### src/rtl/pwr_seq_pkg.sv
// Shared state type for the power-down clock sequencer.
package pwr_seq_pkg;
    typedef enum logic [2:0] {
        ST_RUN,
        ST_SHALLOW,
        ST_DEEP,
        ST_WAKE_SHORT,
        ST_WAKE_PLL,
        ST_RESET_LOCK
    } pwr_state_e;
endpackage

### src/rtl/pwr_wake_timer.sv
// Wake-up delay counter on the free-running reference clock.
// What it does: counts up while count_en is high and signals done when the
// count reaches target. clr restarts it from zero.
// What it assumes: target stays constant while one wait is in progress.
module pwr_wake_timer #(
    parameter int CNT_W = 9
) (
    input  logic             clk,
    input  logic             rst_n,
    input  logic             clr,
    input  logic             count_en,
    input  logic [CNT_W-1:0] target,
    output logic             done
);
    logic [CNT_W-1:0] cnt;

    // Count the elapsed cycles of the current wait.
    always_ff @(posedge clk) begin
        if (!rst_n)        cnt <= '0;
        else if (clr)      cnt <= '0;
        else if (count_en) cnt <= cnt + 1'b1;
    end

    // Flag the last cycle of the wait.
    always_comb done = count_en && (cnt == target);

    // The count never passes its target during a wait.
    p_cnt_in_range_r5: assert property (@(posedge clk) disable iff (!rst_n)
        count_en |-> cnt <= target);
endmodule

### src/rtl/pwr_pclk_div.sv
// Peripheral clock enable generator.
// What it does: passes every core cycle, or every second core cycle when
// rate_half is set. The phase restarts on every return to run mode.
// What it assumes: run is high exactly when the core clock is enabled.
module pwr_pclk_div (
    input  logic clk,
    input  logic rst_n,
    input  logic run,
    input  logic rate_half,
    output logic periph_en
);
    logic phase;

    // Alternate the phase while running and clear it when stopped.
    always_ff @(posedge clk) begin
        if (!rst_n)   phase <= 1'b0;
        else if (run) phase <= ~phase;
        else          phase <= 1'b0;
    end

    // Pulse on phase zero at half rate, on every cycle at full rate.
    always_comb periph_en = run && (!rate_half || !phase);

    // Two half-rate pulses never fall on consecutive cycles.
    p_half_rate_gap_r6: assert property (@(posedge clk) disable iff (!rst_n)
        (rate_half && $past(rate_half) && $past(periph_en)) |-> !periph_en);
endmodule

### src/rtl/pwr_mode_fsm.sv
// Sleep-mode state machine.
// What it does: picks the sleep depth when an idle strobe arrives, leaves
// the sleep on an interrupt, and times the wake and reset-lock waits
// through an external timer. It registers a single resume pulse.
// What it assumes: SHORT_WAKE >= 2, PLL_SETTLE >= 2 and LOCK_CYCLES >= 1.
// All three limits fit in CNT_W bits.
module pwr_mode_fsm
    import pwr_seq_pkg::*;
#(
    parameter int LOCK_CYCLES = 100,
    parameter int SHORT_WAKE  = 6,
    parameter int PLL_SETTLE  = 500,
    parameter int CNT_W       = 9
) (
    input  logic             clk,
    input  logic             rst_n,
    input  logic             idle_stb,
    input  logic             irq,
    input  logic             mode_stopall,
    input  logic             mode_deep,
    input  logic             tmr_done,
    output pwr_state_e       st,
    output logic             tmr_clr,
    output logic             tmr_en,
    output logic [CNT_W-1:0] tmr_target,
    output logic             resume
);
    localparam logic [CNT_W-1:0] T_SHORT = CNT_W'(SHORT_WAKE - 2);
    localparam logic [CNT_W-1:0] T_PLL   = CNT_W'(PLL_SETTLE - 2);
    localparam logic [CNT_W-1:0] T_LOCK  = CNT_W'(LOCK_CYCLES - 1);

    pwr_state_e st_nx;
    logic       res_nx;
    logic       idle_wait;
    logic       wait_nx;

    // Next-state and resume decision.
    always_comb begin
        st_nx   = st;
        res_nx  = 1'b0;
        wait_nx = idle_wait;
        unique case (st)
            ST_RUN: begin
                if (idle_stb) begin
                    wait_nx = 1'b0;
                    if (irq)               res_nx  = 1'b1;
                    else if (mode_deep)    st_nx   = ST_DEEP;
                    else if (mode_stopall) st_nx   = ST_SHALLOW;
                    else                   wait_nx = 1'b1;
                end else if (idle_wait && irq) begin
                    res_nx  = 1'b1;
                    wait_nx = 1'b0;
                end
            end
            ST_SHALLOW:    if (irq) st_nx = ST_WAKE_SHORT;
            ST_DEEP:       if (irq) st_nx = ST_WAKE_PLL;
            ST_WAKE_SHORT,
            ST_WAKE_PLL: if (tmr_done) begin
                st_nx  = ST_RUN;
                res_nx = 1'b1;
            end
            ST_RESET_LOCK: if (tmr_done) st_nx = ST_RUN;
            default:       st_nx = ST_RESET_LOCK;
        endcase
    end

    // Timer control: count in the wait states, restart on every change of state.
    always_comb begin
        tmr_en  = (st == ST_WAKE_SHORT) || (st == ST_WAKE_PLL) || (st == ST_RESET_LOCK);
        tmr_clr = (st_nx != st);
        unique case (st)
            ST_WAKE_SHORT: tmr_target = T_SHORT;
            ST_WAKE_PLL:   tmr_target = T_PLL;
            default:       tmr_target = T_LOCK;
        endcase
    end

    // State, resume and plain-idle registers.
    always_ff @(posedge clk) begin
        if (!rst_n) begin
            st        <= ST_RESET_LOCK;
            resume    <= 1'b0;
            idle_wait <= 1'b0;
        end else begin
            st        <= st_nx;
            resume    <= res_nx;
            idle_wait <= wait_nx;
        end
    end

    // Resume is one cycle wide.
    p_one_resume_r10: assert property (@(posedge clk) disable iff (!rst_n)
        resume |=> !resume);
    // A pending interrupt keeps the block in run mode and resumes it.
    p_pending_stays_r8: assert property (@(posedge clk) disable iff (!rst_n)
        (st == ST_RUN && idle_stb && irq) |=> (st == ST_RUN && resume));
    // Shallow mode is entered only from an idle strobe.
    p_sleep_from_idle_r7: assert property (@(posedge clk) disable iff (!rst_n)
        (st == ST_SHALLOW && $past(st) != ST_SHALLOW) |-> $past(idle_stb));
endmodule

### src/rtl/pwr_clk_seq.sv
// Power-down mode clock sequencer, top level.
// What it does: turns the mode state into the clock, multiplier and bus
// enables, and joins the state machine, the wake timer and the
// peripheral-rate divider.
// What it assumes: all inputs are synchronous to clk_ref, which never stops.
module pwr_clk_seq
    import pwr_seq_pkg::*;
#(
    parameter int LOCK_CYCLES = 100,
    parameter int SHORT_WAKE  = 6,
    parameter int PLL_SETTLE  = 500
) (
    input  logic clk_ref,
    input  logic rst_n,
    input  logic mode_stopall,
    input  logic mode_deep,
    input  logic rate_half,
    input  logic idle_stb,
    input  logic irq,
    output logic core_clk_en,
    output logic periph_clk_en,
    output logic pll_run,
    output logic pbus_en,
    output logic ctx_lost,
    output logic resume
);
    localparam int MAX_WAIT = (LOCK_CYCLES > PLL_SETTLE) ? LOCK_CYCLES : PLL_SETTLE;
    localparam int CNT_W    = $clog2(MAX_WAIT + 1);

    pwr_state_e       st;
    logic             tmr_clr;
    logic             tmr_en;
    logic             tmr_done;
    logic [CNT_W-1:0] tmr_target;

    pwr_mode_fsm #(
        .LOCK_CYCLES(LOCK_CYCLES),
        .SHORT_WAKE (SHORT_WAKE),
        .PLL_SETTLE (PLL_SETTLE),
        .CNT_W      (CNT_W)
    ) u_fsm (
        .clk         (clk_ref),
        .rst_n       (rst_n),
        .idle_stb    (idle_stb),
        .irq         (irq),
        .mode_stopall(mode_stopall),
        .mode_deep   (mode_deep),
        .tmr_done    (tmr_done),
        .st          (st),
        .tmr_clr     (tmr_clr),
        .tmr_en      (tmr_en),
        .tmr_target  (tmr_target),
        .resume      (resume)
    );

    pwr_wake_timer #(.CNT_W(CNT_W)) u_tmr (
        .clk     (clk_ref),
        .rst_n   (rst_n),
        .clr     (tmr_clr),
        .count_en(tmr_en),
        .target  (tmr_target),
        .done    (tmr_done)
    );

    pwr_pclk_div u_div (
        .clk      (clk_ref),
        .rst_n    (rst_n),
        .run      (core_clk_en),
        .rate_half(rate_half),
        .periph_en(periph_clk_en)
    );

    // Decode the enables from the mode state.
    always_comb begin
        core_clk_en = (st == ST_RUN);
        pbus_en     = (st == ST_RUN);
        pll_run     = (st != ST_DEEP);
        ctx_lost    = (st == ST_DEEP) || (st == ST_WAKE_PLL);
    end

    // Deep sleep gates every clock and the bus.
    p_deep_all_off_r3: assert property (@(posedge clk_ref) disable iff (!rst_n)
        ctx_lost |-> (!core_clk_en && !periph_clk_en && !pbus_en));
    // The multiplier runs before the core clock comes back.
    p_pll_first_r5: assert property (@(posedge clk_ref) disable iff (!rst_n)
        $rose(core_clk_en) |-> $past(pll_run));
    // Resume arrives together with the restored clock.
    p_resume_with_clk_r4: assert property (@(posedge clk_ref) disable iff (!rst_n)
        resume |-> core_clk_en);
    // Any gated state other than deep keeps the multiplier on.
    p_shallow_pll_on_r2: assert property (@(posedge clk_ref) disable iff (!rst_n)
        (!core_clk_en && !ctx_lost) |-> pll_run);
endmodule

### config.mk
export PLATFORM = sky130hd
export DESIGN_NAME = pwr_clk_seq
export DESIGN_NICKNAME = d
export VERILOG_FILES = /design/src/rtl/pwr_seq_pkg.sv /design/src/rtl/pwr_wake_timer.sv /design/src/rtl/pwr_pclk_div.sv /design/src/rtl/pwr_mode_fsm.sv /design/src/rtl/pwr_clk_seq.sv
export SDC_FILE = /design/constraint.sdc
export NUM_CORES = 1
export LEC_CHECK = 0
export ABC_CLOCK_PERIOD_IN_PS = 4600
export BUFFER_PORTS_ARGS = -buffer_cell sky130_fd_sc_hd__buf_2
export CORE_UTILIZATION = 49
export CTS_CLUSTER_DIAMETER = 60
export CTS_CLUSTER_SIZE = 10
export DETAILED_ROUTE_END_ITERATION = 8
export PLACE_DENSITY_LB_ADDON = 0.2
export SETUP_SLACK_MARGIN = 0.4
export SLEW_MARGIN = 30
export SYNTH_ARGS = -nofsm -noshare
export SYNTH_HDL_FRONTEND = slang
export SYNTH_SLANG_ARGS = --single-unit
### constraint.sdc
create_clock -name clk_ref -period 4.6 [get_ports clk_ref]
set_clock_uncertainty 0.2 [all_clocks]
set_input_delay 0 -clock clk_ref [delete_from_list [all_inputs] [get_ports clk_ref]]
set_output_delay 0 -clock clk_ref [all_outputs]
set_load 0.03 [all_outputs]
## Yosys cells after proc, flatten, opt, wreduce, memory -nomap -nowiden

Cells that the tools add are included.
W data, S select, Z words.

- Output and inout port bits: 6
- Register bits: 15

- Add/subtract/negate cells: 1
- Bitwise operators: 2
- Multiplexer cells: 19
- Reductions and logical operators: 16
- Equality and inequality tests: 8

Operators by type and width:

| operator | count |
|---|---|
| $mux W3 | 7 |
| $pmux W9 S2 | 1 |
| $pmux W3 S4 | 1 |
| $add A9 B1 Y9 const B | 1 |
| $eq A9 B9 Y1 | 1 |
| $mux W1 | 9 |
| $eq A3 B2 Y1 const B | 2 |
| $eq A3 B3 Y1 const B | 2 |
| $logic_or A1 B1 Y1 | 4 |
| $reduce_and A2 Y1 | 2 |
| $reduce_or A2 Y1 | 2 |
| $eq A3 B1 Y1 const B | 1 |
| $logic_and A1 B1 Y1 | 3 |
| $logic_not A3 Y1 | 1 |
| $ne A3 B2 Y1 const B | 1 |
| $ne A3 B3 Y1 | 1 |
| $reduce_or A3 Y1 | 1 |
| $logic_not A1 Y1 | 2 |
| $not A1 Y1 | 2 |
| $pmux W1 S2 | 1 |
| $reduce_bool A2 Y1 | 1 |

## Longest topological paths before layout

- Depth in word-level cells: 8
- Mapped depth: 6
- Depth with buffers taken out: 5

## Hierarchy

Synthesis repeated with hierarchy kept, for this count alone.

- Cell total of the unflattened synthesis: 118
- Area, all modules: 962.2 sq um

Modules (own cells, without submodules):

| module | times used | sequential area each (sq um) | area each (sq um) | cells an instance |
|---|---|---|---|---|
| pwr_wake_timer | 1 | 180.2 | 493.0 | 57 |
| pwr_mode_fsm | 1 | 100.1 | 400.4 | 52 |
| pwr_pclk_div | 1 | 20.0 | 36.3 | 3 |
| pwr_clk_seq | 1 | 0.0 | 32.5 | 6 |

## Worst setup path after synthesis

No wires, ideal clock.

- Path kind: register to register
- Start: reg u_tmr.cnt[8]
- End: reg u_tmr.cnt[2]
- Library setup time: 0.127 ns
- Stages on the path, launching flop included: 6
- Setup slack: 2.833 ns
- Arrival: 1.439 ns
- Period minus slack after synthesis: 1.767 ns
- Cell sequence: dfxtp_1 > or4_1 > nor2_2 > nor2_2 > o31ai_4 > nor2_1

- Cells in the longest elaborated chain, start to end: 6

RTL lines:

| what | RTL line | source |
|---|---|---|
| start, declared | pwr_wake_timer.sv:15 | `logic [CNT_W-1:0] cnt;` |
| start signal, assigned | pwr_wake_timer.sv:21 | `else if (count_en) cnt <= cnt + 1'b1;` |
| $eq A9 B9 Y1 | pwr_wake_timer.sv:25 | `always_comb done = count_en && (cnt == target);` |
| $logic_and A1 B1 Y1 | pwr_wake_timer.sv:25 |  |
| $mux W3 | pwr_mode_fsm.sv:58, pwr_mode_fsm.sv:62 |  |
| $pmux W3 S4 | pwr_mode_fsm.sv:42 | `unique case (st)` |
| $ne A3 B3 Y1 | pwr_mode_fsm.sv:70 | `tmr_clr = (st_nx != st);` |
| $reduce_or A2 Y1 (no source line) | -- |  |

Every way passes these cells.
A chain may end at the register's enable or synchronous reset.

## Final worst setup path

- Start: in irq
- End: reg u_fsm.idle_wait

- Cells in the longest elaborated chain, start to end: 3
- Elaborated cells on any way between the ends: 5

RTL lines:

| what | RTL line | source |
|---|---|---|
| start, declared | pwr_clk_seq.sv:19 | `input logic irq,` |
| $logic_and A1 B1 Y1 | pwr_mode_fsm.sv:50 | `end else if (idle_wait && irq) begin` |
| $reduce_bool A2 Y1 (no source line) | -- |  |
| $reduce_and A2 Y1 (no source line) | -- |  |
| end signal, assigned | pwr_mode_fsm.sv:87 | `idle_wait <= wait_nx;` |
| end, declared | pwr_mode_fsm.sv:34 | `logic idle_wait;` |

Several ways; a longest one is shown, not always the timed one.

==> metrics.txt <==
CTS clk-pin slew, worst paths=approximately 90 ps; Yosys cell types=45; routed via count=between 800 and 900; Worst Setup End Kind=flop; hold path depth=3; crit-path max cell delay=between 600 and 700 ps; ys async rst share=0; largest net degree at the start of global routing=17; Setup CP Type=primary input to flop; Worst-Margin Slew=525.8 ps; cell leakage power=about 0.46 nW; clk buf depth=2; worst setup margin=2215 ps; Initial Utilization=0.5347; Worst path depth=7; Area growth, synth to finish=18.24%; Max Cap Viol=0; Reg area=around 300 um2; area leader, netlist=dfxtp_1; Reg-to-Reg End=u_fsm.idle_wait; Post-Route WL=2165 um; Critical path buffers and inverters=4; TritonCTS Buffers=3; CORE AREA=0.001783 mm2; CP max FO=8; Critical R2R Launch=u_fsm.st[0]; status=completed; GP Congestion=slightly below 0.9; Tcrit/Tclk final=0.5184; final instance area=about 0.0011 mm2; Multi-input gate area=just over 600 um2; HPWL Detailed=~1500 um; nets=141; # DRC=0; WL/cell=13.79 um; Post-synth EDFFs=0; Hold WC Path Type=primary input to primary output; worst path required time=4630 ps; Routed Antenna Nets=0; Crit path max-delay family=buffers and inverters; Net Count, Synth=120; Layout fillers=about 170; # Post-CTS Setup Buffers=0; sequential area share after synthesis=0.3150; clk_lat worst skew=slightly below 300 ps; Pre-antenna DRT Iters=4; commonest non-fill, non-tap cell in the layout=dfxtp_1; Post-DP Area=0.001020 mm2; Ys Warns=0; Mapped Area=953.4 um2; clk root buf=clkbuf_4; die area=0.002126 mm2; Hold Vio Cnt, Final=0; FP Rows=15; final setup vio count=0; Max Fclk=about 420 MHz; Hold Path Sink=periph_clk_en; CP arrival=2420 ps; Total GRT Usage=0.2443; VDD IR max=around 0.00017 V; Max Slew Vio Count=0; most frequent cells in the layout=15 x dfxtp_1, 13 x nor2_1, 12 x buf_2; max_slew headroom=0.6490; Buffers on Ports=12; WHS=92.70 ps; Util after Layout=0.6323; unrepaired setup endpoints after global routing=false; fin crit period=around 2400 ps; die span in y=approximately 46 um; pwr/cell area=between 200 and 250 mW/mm2; slowest CP cell=dlygate4sd3_1; share of layout cells above drive strength 1=0.2197; number of synthesized register bits=15; share of Yosys cell area claimed by the top area cell type=0.3150; pre-CTS WS=2501 ps; Synth Flop Type=dfxtp_1; post-CTS sizing=0; Syn Area/Cell=between 8 and 9 um2; synth top area cells=dfxtp_1 31%, xor2_1 6.4%, nor2_1 5.1%; Worst setup SP type=primary input; Finished Layout Cells=157; CP dominant cell by count=dlygate4sd3_1; Hold-fix buffers, CTS=8; initial antenna violation count=0; CP Cell Sequence=dlygate4sd3_1 > buf_2 > nor3b_1 > dlygate4sd3_1 > nand3b_1 > a21boi_1 > dlygate4sd3_1; Syn Inst Count=approximately 110; Worst R2R Setup Slack=2460 ps; die width=approximately 46 um; Overall Power=~0.24 mW; final setup TNS=0 ps; gr ovfl total=0; HP Start=rate_half; worst reg2reg path depth=5; vias per cell=about 5.7; IO Pins=13; Placed Cells=roughly 150; first-pass GRT wire length=roughly 3700 um; CTS sink cnt=15; H-Tree Depth=1; vias in the first global route=about 800; Iter 0 DRT Violations=25; CTS tree=yes; Inserted Diodes=0
==> where the power goes <==
| part | internal (mW) | total (mW) | switching [mW] |
|---|---|---|---|
| Sequential | 0.132 | 0.136 | 0.00350 |
| Clock | 0.0323 | 0.0775 | 0.0452 |
| Combinational | 0.0125 | 0.0258 | 0.0134 |
| Total | 0.177 | 0.239 | 0.0620 |
==> registers in the layout, indices dropped and copies added, names as in the netlist <==
name and count:
u_fsm.idle_wait 1, u_fsm.resume 1, u_div.phase 1, u_tmr.cnt 9
u_fsm.st 3
==> Yosys cell counts, types with 2 or more instances <==
library cell / instances
nor3b_1: 2
nand3b_1: 2
nand3_1: 6
dfxtp_1: 15
nand4b_1: 2
and3_1: 2
nand2_1: 7
nand4_1: 4
buf_4: 2
a21oi_1: 7
nor3_1: 2
o21ai_0: 4
nor2_1: 13
inv_1: 3
nor2_2: 3
nand2b_1: 2
buf_2: 2
xor2_1: 7
==> worst max-delay path by stage <==
stage | slack [ps] | to | startpoint
2_1_floorplan | 2830 | u_tmr.cnt[2] | u_tmr.cnt[8]
3_3_place_gp | 2600 | u_tmr.cnt[5] | u_fsm.st[2]
3_5_place_dp | 2500 | u_tmr.cnt[5] | u_fsm.st[2]
4_1_cts | 2300 | u_fsm.idle_wait | irq
5_1_grt | 2140 | u_fsm.idle_wait | irq
6_report | 2220 | u_fsm.idle_wait | irq
==> logic make-up after synthesis <==
family                     Yosys count  synth area share
and+or+nand+nor                     56            0.3504
AOI/OAI and AO/OA                   24            0.1969
DFF                                 15            0.3150
xor gates and xnor gates             7           0.06431
buffers and inverters                7           0.03805
muxes                                2           0.02231
adders and majority gates            1           0.01312
==> final cells by class <==
cell class | count | area share
multi-input cells | 90 | 0.5472
flip-flops and latches | 15 | 0.2664
repair buffers | 20 | 0.1243
well taps | 25 | 0.02775
clock buffers | 3 | 0.01998
inverters | 3 | 0.009989
clock inverters | 1 | 0.004440
==> routing by layer <==
layer  GRT usage  up-vias  part of all wire
li1            -      453                 -
met1      0.3462      413              0.49
met2      0.3606       28              0.45
met3     0.03922        4             0.046
met4      0.1118        0             0.012
met5           0        -                 0
==> tightest hold or removal path: stages <==
cell	delay, ps
buf_2	80
a21oi_1	50
buf_2	170
Power figures use the tool's default switching activity.
